File: config.mk
export PLATFORM = sky130hd
export DESIGN_NAME = lafilt_top
export DESIGN_NICKNAME = d
export VERILOG_FILES = /design/src/rtl/lafilt_pkg.sv /design/src/rtl/lafilt_stage.sv /design/src/rtl/lafilt_top.sv
export SDC_FILE = /design/constraint.sdc
export NUM_CORES = 1
export LEC_CHECK = 0
export ABC_AREA = 1
export BUFFER_PORTS_ARGS = -buffer_cell sky130_fd_sc_hd__clkbuf_2
export CAP_MARGIN = 20
export CORE_ASPECT_RATIO = 1.5
export CORE_MARGIN = 3
export CORE_UTILIZATION = 25
export DETAILED_ROUTE_END_ITERATION = 16
export HOLD_SLACK_MARGIN = 0.1
export PLACE_DENSITY_LB_ADDON = 0.08
export SLEW_MARGIN = 20
export SYNTH_ARGS = -nofsm -noshare
export SYNTH_HDL_FRONTEND = slang
export SYNTH_HIERARCHICAL = 1
export SYNTH_SLANG_ARGS = --single-unit
File: constraint.sdc
create_clock -name clk -period 4.6 [get_ports clk]
set_input_delay 0.46 -clock clk [delete_from_list [all_inputs] [get_ports clk]]
set_output_delay 0.46 -clock clk [all_outputs]
set_load 0.05 [all_outputs]
File: src/rtl/lafilt_pkg.sv
package lafilt_pkg;

  // One serial update: s - floor(s/2^sh) + floor(u/2^sh), on 32-bit signed values.
  function automatic logic signed [31:0] lp_step(input logic signed [31:0] s,
                                                 input logic signed [31:0] u,
                                                 input int unsigned sh);
    return s - (s >>> sh) + (u >>> sh);
  endfunction

  // Two-sample look-ahead: new state from the state two samples back and the
  // two inputs in order. The inner floor is kept so the result matches serial.
  function automatic logic signed [31:0] lp_look2(input logic signed [31:0] s,
                                                  input logic signed [31:0] u_early,
                                                  input logic signed [31:0] u_late,
                                                  input int unsigned sh);
    logic signed [31:0] mid;
    mid = lp_step(s, u_early, sh);
    return lp_step(mid, u_late, sh);
  endfunction

endpackage

File: src/rtl/lafilt_stage.sv
module lafilt_stage
  import lafilt_pkg::*;
#(
  parameter int          SW     = 17,
  parameter int unsigned SHIFT  = 3,
  parameter int          RANGEW = 16
) (
  input  logic                 clk,
  input  logic                 rst_n,
  input  logic                 in_valid,
  input  logic signed [SW-1:0] in_u0,
  input  logic signed [SW-1:0] in_u1,
  output logic                 out_valid,
  output logic signed [SW-1:0] out_s0,
  output logic signed [SW-1:0] out_s1
);

  localparam int LIM_HI = (1 << (RANGEW - 1)) - 1;
  localparam int LIM_LO = -(1 << (RANGEW - 1));

  function automatic logic signed [31:0] ext(input logic signed [SW-1:0] v);
    return 32'(v);
  endfunction

  logic signed [SW-1:0] s0_q, s1_q, u1_prev_q;
  logic signed [SW-1:0] s0_nxt, s1_nxt;
  logic                 vld_q;

  // Lane 0: state from three samples back, inputs x(k-2) then x(k-1).
  // Lane 1: state from two samples back, inputs x(k-1) then x(k).
  always_comb begin
    s0_nxt = SW'(lp_look2(ext(s0_q), ext(u1_prev_q), ext(in_u0), SHIFT));
    s1_nxt = SW'(lp_look2(ext(s1_q), ext(in_u0), ext(in_u1), SHIFT));
  end

  always_ff @(posedge clk or negedge rst_n) begin
    if (!rst_n) begin
      s0_q      <= '0;
      s1_q      <= '0;
      u1_prev_q <= '0;
      vld_q     <= 1'b0;
    end else begin
      vld_q <= in_valid;
      if (in_valid) begin
        s0_q      <= s0_nxt;
        s1_q      <= s1_nxt;
        u1_prev_q <= in_u1;
      end
    end
  end

  assign out_valid = vld_q;
  assign out_s0    = s0_q;
  assign out_s1    = s1_q;

  // idle clocks leave the state untouched
  a_r4_hold_idle: assert property (@(posedge clk) disable iff (!rst_n)
    !in_valid |=> ($stable(s0_q) && $stable(s1_q)));

  // the lane 1 look-ahead agrees with one serial step after lane 0
  a_r8_lane_serial: assert property (@(posedge clk) disable iff (!rst_n)
    in_valid |=> (s1_q == SW'(lp_step(ext(s0_q), ext($past(in_u1)), SHIFT))));

  // states stay inside the signed DW+FB range
  a_r7_no_overflow: assert property (@(posedge clk) disable iff (!rst_n)
    (ext(s0_q) <= LIM_HI) && (ext(s0_q) >= LIM_LO) &&
    (ext(s1_q) <= LIM_HI) && (ext(s1_q) >= LIM_LO));

endmodule

File: src/rtl/lafilt_top.sv
module lafilt_top
  import lafilt_pkg::*;
#(
  parameter int          DW    = 13,
  parameter int          FB    = 3,
  parameter int unsigned SHIFT = 3,
  parameter int          NSTG  = 2
) (
  input  logic                 clk,
  input  logic                 rst_n,
  input  logic                 in_valid,
  input  logic signed [DW-1:0] in_x0,
  input  logic signed [DW-1:0] in_x1,
  output logic                 out_valid,
  output logic signed [DW-1:0] out_y0,
  output logic signed [DW-1:0] out_y1
);

  localparam int RANGEW = DW + FB;
  localparam int SW     = RANGEW + 1;

  logic                 vld  [0:NSTG];
  logic signed [SW-1:0] lane0[0:NSTG];
  logic signed [SW-1:0] lane1[0:NSTG];

  // Scale the inputs into the fixed-point state domain.
  assign vld[0]   = in_valid;
  assign lane0[0] = SW'(in_x0) <<< FB;
  assign lane1[0] = SW'(in_x1) <<< FB;

  for (genvar g = 0; g < NSTG; g++) begin : g_stage
    lafilt_stage #(
      .SW    (SW),
      .SHIFT (SHIFT),
      .RANGEW(RANGEW)
    ) u_stage (
      .clk      (clk),
      .rst_n    (rst_n),
      .in_valid (vld[g]),
      .in_u0    (lane0[g]),
      .in_u1    (lane1[g]),
      .out_valid(vld[g+1]),
      .out_s0   (lane0[g+1]),
      .out_s1   (lane1[g+1])
    );
  end

  logic signed [SW-1:0] sc0, sc1;
  assign sc0       = lane0[NSTG] >>> FB;
  assign sc1       = lane1[NSTG] >>> FB;
  assign out_y0    = DW'(sc0);
  assign out_y1    = DW'(sc1);
  assign out_valid = vld[NSTG];

  // output valid trails input valid by two clocks
  a_r2_valid_latency: assert property (@(posedge clk) disable iff (!rst_n)
    out_valid == $past(in_valid, 2));

  // no output pair is flagged before any input pair was accepted
  a_r1_quiet_start: assert property (@(posedge clk) disable iff (!rst_n)
    $rose(out_valid) |-> $past(in_valid, 2));

endmodule

==> flow_summary.yaml <==
place:
  post-place-ws_ns: -0.402
  place.gp.congestion: 0.880
  dp_hpwl_um: 47300
  portBuffers: 55
layout:
  layout_commonest_cell: "inv_1"
  layout_common_cells: "478 x inv_1, 419 x nand2_1, 373 x buf_4"
  multi_input_area_um2: 11300
  nFillCells: 6229
  area_delta_synth_final_pct: 38.1
  diodes: 0
  fin_nets: 2760
  drive_gt1_share_pct: 28.8
  register_area_um2: 2480
yosys:
  syn_nets: 2337
  synth_area_per_cell_um2: 7.14
  yosysWarnings: 6
  netlist_instances: 2030
  synth_area_um2: 14500
worst_setup_path:
  crit_path_max_fanout: 5
  crit_type: "flip-flop to flip-flop"
  cpMostUsedCell: "buf_4"
  cpPeakStageDelay_ns: 0.56
  crit_path_end_kind: "flip-flop"
  critPathLaunchType: "flip-flop"
  arrival_ns: 4.65
  slowest_stage: "fa_2"
  cp.required_ns: 4.83
  path_cells: "buf_4, fa_1, inv_1, ha_4, buf_4, nand2_1, nor2_1, nand2_1, nand2_2, buf_4, xor2_1, inv_1, fa_2, ha_1, a21o_1, o21ai_0, nand3b_1, or2_2, nand3_1, o21ai_0"
route:
  final_antenna_net_count: 0
  wl_um: 54800
  drt_iter0_markers: 519
  dr.pass1.iters: 5
  via_count: 14100
  vias_per_cell: 4.39
  drc: 0
  wl_per_cell_um: 17.0
cts:
  clock-root-buffer: "clkbuf_16"
  htree_levels: 3
  cts_sinks: 98
  cts_tree: "yes"
  clk_pin_slew_ns: 0.08
  clk_path_buf_depth: 2
  cts_buffers: 9
  clk_latency_ns: 0.38
floorplanning:
  coreArea_um2: 57200
  num_rows: 107
  die_y_um: 301
  io-pin-count: 56
  fp.dieW_um: 203
  start_util_pct: 25.4
  dieArea_um2: 61000
outcome:
  status: "finished clean"
timing:
  worst_hold_slack_ns: 0.343
  slew_headroom_pct: 52.1
  finalCriticalPeriod_ns: 4.42
  fin_crit_sh_pct: 96.1
  layout_setup_ws_ns: 0.182
  worst_pin_slew_ns: 0.718
  drv_slew: 0
  fmax_mhz: 226
  rsz0062_at_grt: "yes"
  finalSetupViolCount: 0
  finClkSkew_ns: 0.0219
  hold_violations: 0
grt:
  overflow: 0
  use_met3_pct: 1.16
  grt_usage_pct: 18.3
  grt_antenna_before_repair: 0
  grt.met1_usage_pct: 18.8
  busiest_layer: "met2"
  grtUsageMet2_pct: 37.6
  grt_max_degree: 67
  grt_pass1_wl_um: 85300
  grt_pass1_vias: 15500
worst_hold_path:
  holdCritPathClass: "input pin to flip-flop"
job:
  drv_cap: 0
[registers in the layout, indices dropped and copies added, names as in the netlist]
register and cells:
g_stage.u_stage/out_s1 34, g_stage.u_stage/out_s0 34, g_stage.u_stage/out_valid 2, g_stage.u_stage/u1_prev_q 28
[final cells by class]
type,count,share of cell area (%)
Clock buffer,10,1.14
Clock inverter,6,0.325
Inverter,489,9.17
Multi-Input combinational cell,1423,56.5
Sequential cell,98,12.4
Tap cell,763,4.77
Timing Repair Buffer,432,15.7
[repair_timing]
item | 4_1_cts | 5_1_grt
endpoints found under the hold margin | 4 | 0
pin swaps | 4 | 61
setup buffers | 4 | 26
setup endpoints to repair | 19 | 41
hold buffers | 1 | 0
resized for setup | 42 | 207
[worst max-delay path: cells and delay by family, from the launching register on]
family | cells | cell delay (ns)
buf+inv | 5 | 0.61
flops | 1 | 0.45
fa+ha+maj | 4 | 1.62
compound gates | 3 | 0.59
xor+xnor | 1 | 0.23
simple gates | 7 | 0.77
[routing by layer]
metal / vias to the layer above / part of all wire, %
met1: 6700 / 38
met4: 0 / 4.4
met3: 81 / 1.6
met5: - / 0
li1: 7205 / -
met2: 162 / 57
[worst paths after layout]
| path | startpoint | slack (ns) | cells past startpoint | end |
|---|---|---|---|---|
| max | g_stage[0].u_stage/out_s0[7] | 0.18 | 20 | g_stage[0].u_stage/out_s0[10] |
| max reg2reg | g_stage[0].u_stage/out_s0[7] | 0.18 | 20 | g_stage[0].u_stage/out_s0[10] |
| min in group asynchronous | rst_n | 0.63 | 2 | g_stage[1].u_stage/out_s0[4] |
| min reg2reg | g_stage[0].u_stage/out_s1[1] | 0.49 | 2 | g_stage[0].u_stage/out_s1[1] |
| min | in_x1[10] | 0.34 | 3 | g_stage[0].u_stage/u1_prev_q[13] |
| max in group asynchronous | rst_n | 3.01 | 3 | g_stage[0].u_stage/out_s1[16] |
[metrics by stage]
step           TNS (ns)  cell area, um2  util [%]  instances
6_report              0           20000      35.0       3221
5_1_grt          -0.196           20000      35.0       3221
4_1_cts         -0.0108           18800      32.9       3196
3_5_place_dp      -2.99           18300      32.0       3175
3_3_place_gp      -2.76           18300      32.0       3175
2_1_floorplan         0           14500         -       2030
Power is not shown: default switching activity piles up to over one toggle a cycle in this logic, so the estimate is an artifact.
